`src/rtl/trap_pkg.sv`:
```
package trap_pkg;
  localparam int unsigned TRAP_N    = 4;
  localparam int unsigned TRAP_SOFT = 1;
  typedef enum logic [1:0] {
    TRAP_MATH  = 2'd0,
    TRAP_ADDR  = 2'd1,
    TRAP_STACK = 2'd2,
    TRAP_OSC   = 2'd3
  } trap_id_e;
endpackage

```
`src/rtl/trap_prio.sv`:
```
module trap_prio #(
  parameter int unsigned N  = 4,
  parameter int unsigned IW = 2
) (
  input  logic [N-1:0]  cand,
  output logic          any,
  output logic [IW-1:0] top
);
  always_comb begin
    any = |cand;
    top = '0;
    for (int i = 0; i < N; i++)
      if (cand[i]) top = IW'(i);
  end
endmodule

```
`src/rtl/trap_conflict.sv`:
```
module trap_conflict #(
  parameter int unsigned N     = 4,
  parameter int unsigned NSOFT = 1
) (
  input  logic [N-1:0] req,
  input  logic [N-1:0] busy,
  output logic         hit
);
  logic [N-1:0] per_src;
  for (genvar gi = 0; gi < N; gi++) begin : g_src
    if (gi < NSOFT) begin : g_soft
      assign per_src[gi] = 1'b0;
    end else begin : g_hard
      logic [N-1:0] above;
      assign above       = busy >> (gi + 1);
      assign per_src[gi] = req[gi] & (|above);
    end
  end
  assign hit = |per_src;
endmodule

```
`src/rtl/trap_rst_gen.sv`:
```
module trap_rst_gen #(
  parameter int unsigned RST_CYC = 4,
  localparam int unsigned CW     = $clog2(RST_CYC + 1)
) (
  input  logic clk,
  input  logic rst_n,
  input  logic fire,
  input  logic clr,
  output logic rst_req,
  output logic sts
);
  logic [CW-1:0] cnt;
  always_ff @(posedge clk or negedge rst_n) begin
    if (!rst_n) begin
      cnt <= '0;
      sts <= 1'b0;
    end else begin
      if (fire)           cnt <= CW'(RST_CYC);
      else if (cnt != '0) cnt <= cnt - 1'b1;
      if (fire)      sts <= 1'b1;
      else if (clr)  sts <= 1'b0;
    end
  end
  assign rst_req = (cnt != '0);

  a_r8_sticky: assert property (@(posedge clk) disable iff (!rst_n)
    (sts && !clr) |=> sts);
  a_r7_reset_start: assert property (@(posedge clk) disable iff (!rst_n)
    fire |=> (rst_req && sts));
endmodule

```
`src/rtl/trap_ctrl.sv`:
```
module trap_ctrl #(
  parameter int unsigned N       = trap_pkg::TRAP_N,
  parameter int unsigned NSOFT   = trap_pkg::TRAP_SOFT,
  parameter int unsigned RST_CYC = 4,
  localparam int unsigned IW     = $clog2(N),
  localparam int unsigned VW     = $clog2(N + 1)
) (
  input  logic          clk,
  input  logic          rst_n,
  input  logic [N-1:0]  trap_req,
  input  logic          core_ack,
  input  logic          svc_done,
  input  logic          sts_clr,
  output logic          take,
  output logic [VW-1:0] take_vec,
  output logic          core_stall,
  output logic          dev_rst_req,
  output logic          conflict_sts
);
  logic [N-1:0]  pend, busy, cand;
  logic          act, act_hard, acked;
  logic [IW-1:0] act_idx, top;
  logic          any, conf_hit, fire;

  assign busy = pend | (act ? (N'(1) << act_idx) : '0);
  assign cand = pend | trap_req;
  assign fire = conf_hit & ~dev_rst_req;

  trap_prio #(.N(N), .IW(IW)) prio_i (.cand(cand), .any(any), .top(top));
  trap_conflict #(.N(N), .NSOFT(NSOFT)) conf_i (
    .req(trap_req), .busy(busy), .hit(conf_hit));
  trap_rst_gen #(.RST_CYC(RST_CYC)) rgen_i (
    .clk(clk), .rst_n(rst_n), .fire(fire), .clr(sts_clr),
    .rst_req(dev_rst_req), .sts(conflict_sts));

  always_ff @(posedge clk or negedge rst_n) begin
    if (!rst_n) begin
      pend <= '0; act <= 1'b0; act_hard <= 1'b0; acked <= 1'b0;
      act_idx <= '0; take <= 1'b0; take_vec <= '0;
    end else if (dev_rst_req || fire) begin
      pend <= '0; act <= 1'b0; act_hard <= 1'b0; acked <= 1'b0;
      act_idx <= '0; take <= 1'b0; take_vec <= '0;
    end else begin
      take     <= 1'b0;
      take_vec <= '0;
      if (!act && any) begin
        take     <= 1'b1;
        take_vec <= VW'(top) + 1'b1;
        act      <= 1'b1;
        act_idx  <= top;
        act_hard <= (top >= IW'(NSOFT));
        acked    <= 1'b0;
        pend     <= cand & ~(N'(1) << top);
      end else begin
        pend <= cand;
        if (act) begin
          if (act_hard && !acked && core_ack) acked <= 1'b1;
          else if (svc_done && (!act_hard || acked)) act <= 1'b0;
        end
      end
    end
  end

  assign core_stall = act & act_hard & ~acked;

  a_r2_take_single: assert property (@(posedge clk) disable iff (!rst_n)
    take |=> !take);
  a_r1_vec_range: assert property (@(posedge clk) disable iff (!rst_n)
    take |-> (take_vec != '0 && take_vec <= VW'(N)));
  a_r1_vec_idle: assert property (@(posedge clk) disable iff (!rst_n)
    !take |-> (take_vec == '0));
  a_r9_quiet_reset: assert property (@(posedge clk) disable iff (!rst_n)
    dev_rst_req |-> (!take && !core_stall));
  a_r4_stall_hold: assert property (@(posedge clk) disable iff (!rst_n)
    (core_stall && !core_ack && !fire) |=> core_stall);
endmodule

```
`config.mk`:
```
export PLATFORM = sky130hd
export DESIGN_NAME = trap_ctrl
export DESIGN_NICKNAME = d
export VERILOG_FILES = /design/src/rtl/trap_pkg.sv /design/src/rtl/trap_prio.sv /design/src/rtl/trap_conflict.sv /design/src/rtl/trap_rst_gen.sv /design/src/rtl/trap_ctrl.sv
export SDC_FILE = /design/constraint.sdc
export NUM_CORES = 1
export LEC_CHECK = 0
export ABC_AREA = 1
export CAP_MARGIN = 20
export CORE_ASPECT_RATIO = 0.8
export CORE_MARGIN = 4
export CORE_UTILIZATION = 55
export DETAILED_ROUTE_END_ITERATION = 16
export PLACE_DENSITY = 0.82
export SETUP_SLACK_MARGIN = 0.05
export SLEW_MARGIN = 25
export SYNTH_ARGS = -nofsm -noshare
export SYNTH_HDL_FRONTEND = slang
export SYNTH_HIERARCHICAL = 1
export SYNTH_SLANG_ARGS = --single-unit
```
`constraint.sdc`:
```
create_clock -name clk -period 2.9 [get_ports clk]
set_input_delay 0.725 -clock clk [delete_from_list [all_inputs] [get_ports clk]]
set_output_delay 0.725 -clock clk [all_outputs]
set_load 0.02 [all_outputs]
```
## Word level (Yosys, flattened, before mapping)

Cells that the tools add are included.

- Register bits: 17
- Input bits: 9
- Output and inout port bits: 7
- Word-level logic and storage cells: 71

- Add/sub/neg operators: 2
- $lt $le $gt $ge: 1
- Shift-type cells: 2
- Multiplexer cells: 27
- Bitwise operators: 11
- Reduce and logical (&&, ||, !) cells: 19

Operators with widths:

| kind | count |
|---|---|
| $mux W1 | 16 |
| $mux W3 | 4 |
| $mux W4 | 3 |
| $reduce_bool A3 Y1 | 3 |
| $mux W2 | 4 |
| $or A4 B4 Y4 | 2 |
| $shl A1 B2 Y4 const A | 2 |
| $reduce_bool A2 Y1 | 3 |
| $and A1 B1 Y1 | 5 |
| $and A4 B4 Y4 | 1 |
| $logic_and A1 B1 Y1 | 4 |
| $not A4 Y4 | 1 |
| $reduce_or A2 Y1 | 2 |
| $reduce_or A4 Y1 | 1 |
| $add A2 B1 Y3 const B | 1 |
| $logic_not A1 Y1 | 3 |
| $sub A3 B1 Y3 const B | 1 |
| $ge A2 B1 Y1 const B | 1 |
| $logic_or A1 B1 Y1 | 2 |
| $not A1 Y1 | 2 |
| $reduce_and A2 Y1 | 1 |

## Longest topological paths before layout

Gate-level depths: netlist of run 1.

- Depth in word-level cells: 10
- Gate-level depth with buffers: 10
- Depth with buffers taken out: 10

## By module

Netlist of run 1, hierarchy kept.

By module, submodules not included:

| module | instances | cells each | area each (um2) | sequential area each (um2) |
|---|---|---|---|---|
| trap_ctrl | 1 | 82 | 678.2 | 325.3 |
| trap_rst_gen | 1 | 25 | 207.7 | 100.1 |
| trap_prio | 1 | 8 | 32.5 | 0.0 |
| trap_conflict | 1 | 4 | 16.3 | 0.0 |

## Least setup slack after synthesis of run 1

OpenSTA, ideal clock, no wires.

- Path type: input -> register
- Start point: input port trap_req[3]
- End point: register take_vec[1]
- Setup time: 0.124 ns
- Arrival time: 1.619 ns
- Data required time: 2.776 ns
- Slack: 1.157 ns
- Stages: 7
- Path buffers: 0
- Path through: or2_2 -> nor2_2 -> inv_1 -> inv_1 -> ha_1 -> nand2_1 -> nor2_1

- Word-level cells in the longest chain between the ends: 5
- Elaborated cells between the ends (all ways): 7
- Those cells by class: 1 x add/sub; 3 x mux; 1 x bitwise; 2 x reduce/logical

RTL lines:

| what | line | source |
|---|---|---|
| start: declaration | trap_ctrl.sv:10 | `input logic [N-1:0] trap_req,` |
| $or A4 B4 Y4 | trap_ctrl.sv:26 | `assign cand = pend \| trap_req;` |
| $mux W2 | trap_prio.sv:13 | `if (cand[i]) top = IW'(i);` |
| via top[1] | trap_ctrl.sv:22 | `logic [IW-1:0] act_idx, top;` |
| $add A2 B1 Y3 | trap_ctrl.sv:48 | `take_vec <= VW'(top) + 1'b1;` |
| $mux W3 | trap_ctrl.sv:46 | `if (!act && any) begin` |
| $mux W3 | trap_ctrl.sv:40 | `end else if (dev_rst_req \|\| fire) begin` |
| end signal: assignment | trap_ctrl.sv:48 |  |
| end: declaration | trap_ctrl.sv:15 | `output logic [VW-1:0] take_vec,` |

The timed path passes the listed nets, and every way through them passes these cells.
A chain may end at the register's enable or synchronous reset.

## Final worst setup path of run 1

- Start point: register rgen_i.cnt[0]
- End point: output port dev_rst_req

- Word-level cells in the longest chain between the ends: 1

RTL lines:

| what | line | source |
|---|---|---|
| start: declaration | trap_rst_gen.sv:12 | `logic [CW-1:0] cnt;` |
| start signal: assignment | trap_rst_gen.sv:18 | `if (fire) cnt <= CW'(RST_CYC);` |
| start signal: assignment | trap_rst_gen.sv:19 | `else if (cnt != '0) cnt <= cnt - 1'b1;` |
| $reduce_bool A3 Y1 | trap_rst_gen.sv:24 | `assign rst_req = (cnt != '0);` |
| end: declaration | trap_ctrl.sv:17 | `output logic dev_rst_req,` |

No other way between the ends.

==> run summary, run 1 <==
The critical path data required time was 2.17 ns. The count of nets left with antenna violations once routing finished came out at 0. For the pin with the worst max-slew slack, the measured transition is 0.748 ns. The final HPWL from detailed placement was 1330 microns; the full die area was 2400 sq um. The repair_antennas step left the layout with diodes totalling 0.

At the end of the flow, the number of nets in the layout was 153. Broken down by cell family, the worst path's largest delay share belongs to buffers and inverters. Clock latency on the worst-skew pair, taken at its later pin, is 0.30 ns.

Buffers added to address setup during post-CTS repair amount to 0. The chip height is 44.6 microns, and the total vias in the final route is 747. The tools report the master cell of the clock root buffer as sky130_fd_sc_hd__clkbuf_4. The highest cell delay on the worst timing path works out to 0.62 ns. STA classifies the critical path startpoint as a flop. For the global router's overall resource usage, the log shows 0.173. The first global-routing pass estimated 2910 microns of wire.

Total power for the finished layout comes to 0.932 mW. For the worst setup path, the data arrival time is 1.75 ns. The tools report the leakage power total as 0.606 nW. The period utilization is 0.855. Counting the fill cells in the layout gives 108. The maximum clock insertion buffer count was 2; the overall routed net length was 1770 microns. The die is 53.8 microns wide.

The tightest min-delay check is of the reg -> reg type. Between clock sinks in the finished design, the worst skew comes to 0.0179 ns. The tools report the number of sinks handled by clock tree synthesis as 17.

The number of clock buffers added by TritonCTS is 3. For this run, the detailed router's first-pass iteration total came to 4. Dividing the detail-routed wire length by the instance count gives 11.3 microns.

Setup repair after global routing left no endpoint under its margin. The worst setup path is captured at an output pin. The detailed router finished its first iteration with 13 violations.

The total negative setup slack came out at 0 ns. The run gives 0 as the total global routing overflow. Walking the worst path, the cells encountered are inv_1 > ha_1 > nand2_2 > clkdlybuf4s50_1. Relative to the synthesized area, the layout overhead comes to 22.1%. OpenSTA, run right after detailed placement, puts the worst setup slack at 0.624 ns.

The run gives 921 sq um as the total standard cell area after synthesis. The critical setup path kind is reg -> out. Along the worst path, the maximum fanout reaches 6. The share of layout cells above drive strength 1 was 0.118; the final setup slack of the worst path was 0.420 ns.

Using the TritonRoute via totals, the vias-per-cell ratio works out to 4.76. Synthesis produced a netlist whose cell count is 117. The final-report hold violation count was 0.

For this design the ratio of total power to cell area is 828 nW/um^2. The initial cell density of the core was 0.620; the number of antenna violations at the first check in global routing was 0. Across the VDD grid, the largest voltage drop is 0.000594 V. During placement, the flow inserted port buffers numbering 15. The max-slew violation count came out at 0.

The relative max-transition margin was 0.500. TritonCTS built the clock tree. The buffering stage count on the worst path with inverters included was 2; the area of the core was 1490 sq um. During I/O placement, the number of pins put on the boundary was 16.

The number of buffers added to fix hold violations after cts is 0, and the highest attainable clock frequency is 0.403 GHz. For the H-tree level count, the log shows 1. The routability congestion estimate is 0.845. For the number of global-route vias before repair, the log shows 686.

The largest individual stage delay along the critical path comes from the cell sky130_fd_sc_hd__clkdlybuf4s50_1. The CTS clock-pin slew for the worst setup and hold paths was 0.11 ns; the post-synth net total was 133. The initialized floorplan defines 12 standard-cell rows.

The run gives 18 as the largest net degree at the start of global routing. The run finished with clean final reports. For the total of cells resized after clock tree synthesis, the log shows 0. Max-cap violations in this run came to 0. The average cell area after synthesis was 7.87 sq um; the time the final worst path needs with I/O delays and setup was 2.48 ns.

The Yosys warning count was 6; the number of DRC violations after detailed routing was 0. Setup violations remaining at the end of the flow were counted as 0.
[routing by layer]
layer | up-vias | track usage | part of all wire
met5 | - | 0 | 0
met4 | 0 | 0.0357 | 0.0045
met3 | 2 | 0.0707 | 0.068
met2 | 26 | 0.258 | 0.43
met1 | 334 | 0.234 | 0.49
li1 | 385 | - | -
[power by group]
group	internal, mW	switching [mW]
clock	0.0514	0.0766
sequential	0.314	0.0415
combinational	0.168	0.280
[layout by cell type (no fill, tap or decap)]
master,n
sky130_fd_sc_hd__a21oi_1,5
sky130_fd_sc_hd__clkbuf_4,3
sky130_fd_sc_hd__clkdlybuf4s50_1,15
sky130_fd_sc_hd__clkinv_2,1
sky130_fd_sc_hd__dfrtp_1,17
sky130_fd_sc_hd__ha_1,7
sky130_fd_sc_hd__inv_1,23
sky130_fd_sc_hd__inv_2,4
sky130_fd_sc_hd__nand2_1,28
sky130_fd_sc_hd__nand2_2,1
sky130_fd_sc_hd__nand2_4,1
sky130_fd_sc_hd__nand3_1,6
sky130_fd_sc_hd__nand4_1,2
sky130_fd_sc_hd__nor2_1,15
sky130_fd_sc_hd__nor2_2,2
sky130_fd_sc_hd__nor2_4,1
sky130_fd_sc_hd__o21ai_1,1
sky130_fd_sc_hd__o21ai_2,1
sky130_fd_sc_hd__o21bai_1,1
sky130_fd_sc_hd__or2_2,1
sky130_fd_sc_hd__or2_4,1
[final timing paths]
check | start | endpoint | slack [ns] | depth (start not counted)
min reg2reg | acked$_DFFE_PN0P_ | acked$_DFFE_PN0P_ | 0.52 | 2
min in group asynchronous | rst_n | pend[0]$_DFF_PN0_ | 0.85 | 1
max | rgen_i/cnt[0]$_DFFE_PN0P_ | dev_rst_req | 0.42 | 4
max in group asynchronous | rst_n | act_idx[1]$_DFFE_PN0N_ | 1.56 | 1
max reg2reg | act$_DFF_PN0_ | rgen_i/cnt[0]$_DFFE_PN0P_ | 1.16 | 10
min | acked$_DFFE_PN0P_ | acked$_DFFE_PN0P_ | 0.52 | 2
[stage by stage]
step                std cells  area, sq um  hold WS (ns)   util
floorplan                 117          921         0.429      -
global placement          153         1100         0.502  0.738
detailed placement        153         1100         0.508  0.738
CTS                       157         1120         0.525  0.757
global route              157         1120         0.557  0.757
finish                    157         1120         0.521  0.757
[layout make-up]
type | count | area (sq um) | share of cell area
Sequential cell | 17 | 425 | 0.378
Multi-Input combinational cell | 73 | 394 | 0.350
Timing Repair Buffer | 15 | 150 | 0.133
Inverter | 27 | 101 | 0.0901
Tap cell | 21 | 26.3 | 0.0234
Clock buffer | 3 | 22.5 | 0.0200
Clock inverter | 1 | 5.00 | 0.00445
[flip-flops by register name, indices dropped and copies added, names as in the netlist]
register / cells
act_hard: 1
acked: 1
rgen_i/cnt: 3
take: 1
act_idx: 2
act: 1
take_vec: 3
pend: 4
rgen_i/sts: 1
[worst register-to-register path, delay by kind of cell, from the launching register on]
| kind | cells | cell delay (ns) |
|---|---|---|
| DFF | 1 | 0.43 |
| and+or+nand+nor | 5 | 0.59 |
| AOI/OAI and AO/OA | 2 | 0.35 |
| buffers and inverters | 3 | 0.24 |
No activity file was read; power rests on OpenSTA's default activity.
==> run 2, diff against run 1 <==
ABC_CLOCK_PERIOD_IN_PS = 2200   (was unset)
CORE_UTILIZATION = 46   (was 55)
PLACE_DENSITY = 0.74   (was 0.82)
clock period = 2.2 ns   (was 2.9 ns; I/O delays follow)
==> run 2 against run 1 <==
  * Design area rose by 0.78%
  * Sequential cell count unchanged
  * Clock power is 28% higher
  * Via count grew 0.80%
  * Critical endpoint is now core_stall
  * Core utilization shrank 16 points
  * Die area up 16%
  * Setup slack worse by 0.29 ns
  * Sequential power grew 30%
  * Sequential share of layout area down 0.29 points
  * Clock skew shrank 0.016 ns
==> run summary, run 2 (same netlist as run 1, synthesis figures left out) <==
For the final-report hold violation count, the log shows 0 (unchanged). Setup repair after global routing left no endpoint under its margin. The largest clock skew in the final design was 0.00140 ns (-0.0165 ns). The number of buffers added to fix hold violations after cts came out at 0 (unchanged). The share of layout cells above drive strength 1 is 0.117 (-0.000859). The worst-case hold slack came out at 0.519 ns (-0.00225 ns). The run gives 0 (unchanged) as the count of max-cap constraint violations.

The setup violation total in the final timing report came out at 0 (unchanged). The power density relative to cell area works out to 1070 nW/um^2 (+29%). Walking the worst path, the cells encountered are nand2_1 > nor2_1 > clkdlybuf4s50_1. Length of the first detailed-routing pass in iterations: 4 (unchanged). The largest fanout on the critical path was 5 (-1). The final routed wire length divided by cell count works out to 10.8 microns (-4.1%).

The run gives 3 (unchanged) as the number of CTS-inserted buffers. The number of DRC violations after detailed-routing iteration 0 is 14 (+1). The library cell used most frequently in the layout, excluding fill and tap cells, is sky130_fd_sc_hd__nand2_1. In the final layout, the registers with the most flip-flops are pend (4), rgen_i/cnt (3), take_vec (3). The sequential power share was 0.383 (+0.002).

From synthesis to final layout, the design area changed by 23.1%. Number of flip-flops in the largest register: 4 (unchanged). The number of antenna violations at the first check in global routing came out at 0 (unchanged). The antenna diode instance count came out at 0 (unchanged). TritonCTS built the clock tree. Time the final worst path needs with I/O delays and setup: 2.07 ns. The worst setup path is of the reg -> out kind. The cell sitting at the root of the clock tree is a sky130_fd_sc_hd__clkbuf_4.

In the layout the commonest cells are sky130_fd_sc_hd__nand2_1, sky130_fd_sc_hd__inv_1, sky130_fd_sc_hd__dfrtp_1, sky130_fd_sc_hd__nor2_1, sky130_fd_sc_hd__clkdlybuf4s50_1. The full die area is 2790 sq um (+16%), and the power share of the clock group is 0.135 (-0.002). The number of I/O pins came out at 16 (unchanged). The run gives 0 (unchanged) as the number of DRC violations after detailed routing. The max-slew violation count was 0 (unchanged); the number of rows created at floorplan was 14 (+2). The share of total power consumed by net switching was 0.419 (-0.00803); the routed via count divided by cell count was 4.68 (-1.7%). The maximum clock insertion buffer count is 2 (unchanged), and the CTS clock-pin slew for the worst setup and hold paths is 0.10 ns (about the same). The element type at the critical path start is a flop. The instance count after placement with tap cells included was 157 (+2.6%); the peak ir drop on the vdd network was 0.000537 V (-9.5%). The total vias in the final route was 753 (+0.80%).

The path depth of the worst reg2reg path works out to 10 (unchanged). The clock insertion delay at the later pin of the skew report was 0.28 ns (-0.02 ns); the total negative setup slack was 0 ns (unchanged). The port buffer count is 15 (unchanged), and the total global routing overflow is 0 (unchanged).

The period utilization was 0.940. Overall routed net length: 1740 microns (-1.6%). The largest net degree at the start of global routing was 18 (unchanged); the width of the die was 58.0 microns (+8.0%).

The path class of the tightest hold or removal check is reg -> reg. Based on the critical path, the design can be clocked at up to 0.484 GHz. The signal arrival time at the worst endpoint came out at 1.52 ns (-0.23 ns). The cell-internal power came out at 0.703 mW (+32%). The run gives 0.878 (+3.9%) as the routability congestion estimate.

The tools report the switching power total as 0.508 mW (+27%). Antenna violation net count after detailed routing: 0 (unchanged). The slowest stage of the critical path belongs to the cell sky130_fd_sc_hd__clkdlybuf4s50_1. Combinational share of power: 0.482 (about the same). The logs give 17 (unchanged) for the number of sinks handled by clock tree synthesis and 0 (unchanged) for the number of setup buffers added after CTS. The run finished with clean final reports. The critical path data required time was 1.65 ns (-0.52 ns). The tools report the number of global-route vias before repair as 696 (+1.5%). The number of nets in the finished design is 154 (+0.65%). Actual transition at the worst max-transition pin: 0.317 ns (-0.431 ns). The leakage power total is 0.607 nW (+0.20%), and the hold-critical path depth is 2 (unchanged). The highest cell delay on the worst timing path is 0.62 ns (about the same), and the global router's overall resource usage is 0.143 (-0.0293).

The logs give 1360 microns (+1.6%) for the final HPWL from detailed placement and 1890 sq um (+27%) for the area of the core. The register with the most flip-flops was pend. For the initial cell density of the core, the log shows 0.487 (-0.133). For the relative max-transition margin, the log shows 0.788 (+0.288). The tools report the element type at the critical path end as an output pin. The tools report the total power draw as 1.21 mW (+30%).

The H-tree level count is 1 (unchanged), and the wire length of the first global-routing pass is 2930 microns (+0.72%). The chip height is 48.0 microns (+7.7%). The number of standard cells in the layout, taps in and fillers out is 161 (+2.5%).
-- run 2: power groups by stage --
stage | registers (mW) | clock network (mW) | logic, mW
finish | 0.463 | 0.164 | 0.583
global placement | 0.469 | 0 | 0.569
floorplan | 0.494 | 0 | 0.378
detailed placement | 0.469 | 0 | 0.594
global route | 0.474 | 0.188 | 0.653
CTS | 0.464 | 0.169 | 0.592
-- run 2: what timing repair did --
action	4_1_cts	5_1_grt
hold endpoints to repair	0	0
resized for setup	1	0
endpoints found under the setup margin	1	0
-- run 2: stage by stage --
| stage | util | area, sq um | setup slack (ns) |
|---|---|---|---|
| after floorplan | - | 921 | 0.632 |
| after global placement | 0.586 | 1110 | 0.184 |
| after detailed placement | 0.586 | 1110 | 0.116 |
| after CTS | 0.599 | 1130 | 0.118 |
| after global routing | 0.599 | 1130 | 0.0532 |
| final | 0.599 | 1130 | 0.132 |
-- run 2: path summary, 6_finish.rpt --
path | from | to | slack (ns)
setup / recovery | act$_DFF_PN0_ | core_stall | 0.13
hold / removal | rgen_i/sts$_DFFE_PN0P_ | rgen_i/sts$_DFFE_PN0P_ | 0.52
setup reg to reg | act$_DFF_PN0_ | rgen_i/cnt[0]$_DFFE_PN0P_ | 0.51
hold reg to reg | rgen_i/sts$_DFFE_PN0P_ | rgen_i/sts$_DFFE_PN0P_ | 0.52
max in group asynchronous | rst_n | act_idx[0]$_DFFE_PN0N_ | 1.44
min in group asynchronous | rst_n | rgen_i/sts$_DFFE_PN0P_ | 0.58
-- run 2: final cells by class --
class | instances | area (sq um)
Clock buffer | 4 | 26.3
Fill cell | 169 | 758
Inverter | 27 | 101
Multi-Input combinational cell | 73 | 394
Sequential cell | 17 | 425
Tap cell | 24 | 30.0
Timing Repair Buffer | 16 | 156
-- run 2: worst max-delay path: cells and delay by family (launching register included) --
family | cells | cell delay [ns]
buffers and inverters | 1 | 0.62
flip-flops | 1 | 0.43
AND/OR/NAND/NOR | 2 | 0.19
-- run 2: layer usage --
| layer | global-route usage | wire length [microns] | vias to the layer above |
|---|---|---|---|
| met2 | 0.261 | 796 | 19 |
| met3 | 0.0270 | 91 | 2 |
| li1 | - | - | 389 |
| met1 | 0.172 | 840 | 343 |
| met5 | 0 | 0 | - |
| met4 | 0.0556 | 14 | 0 |
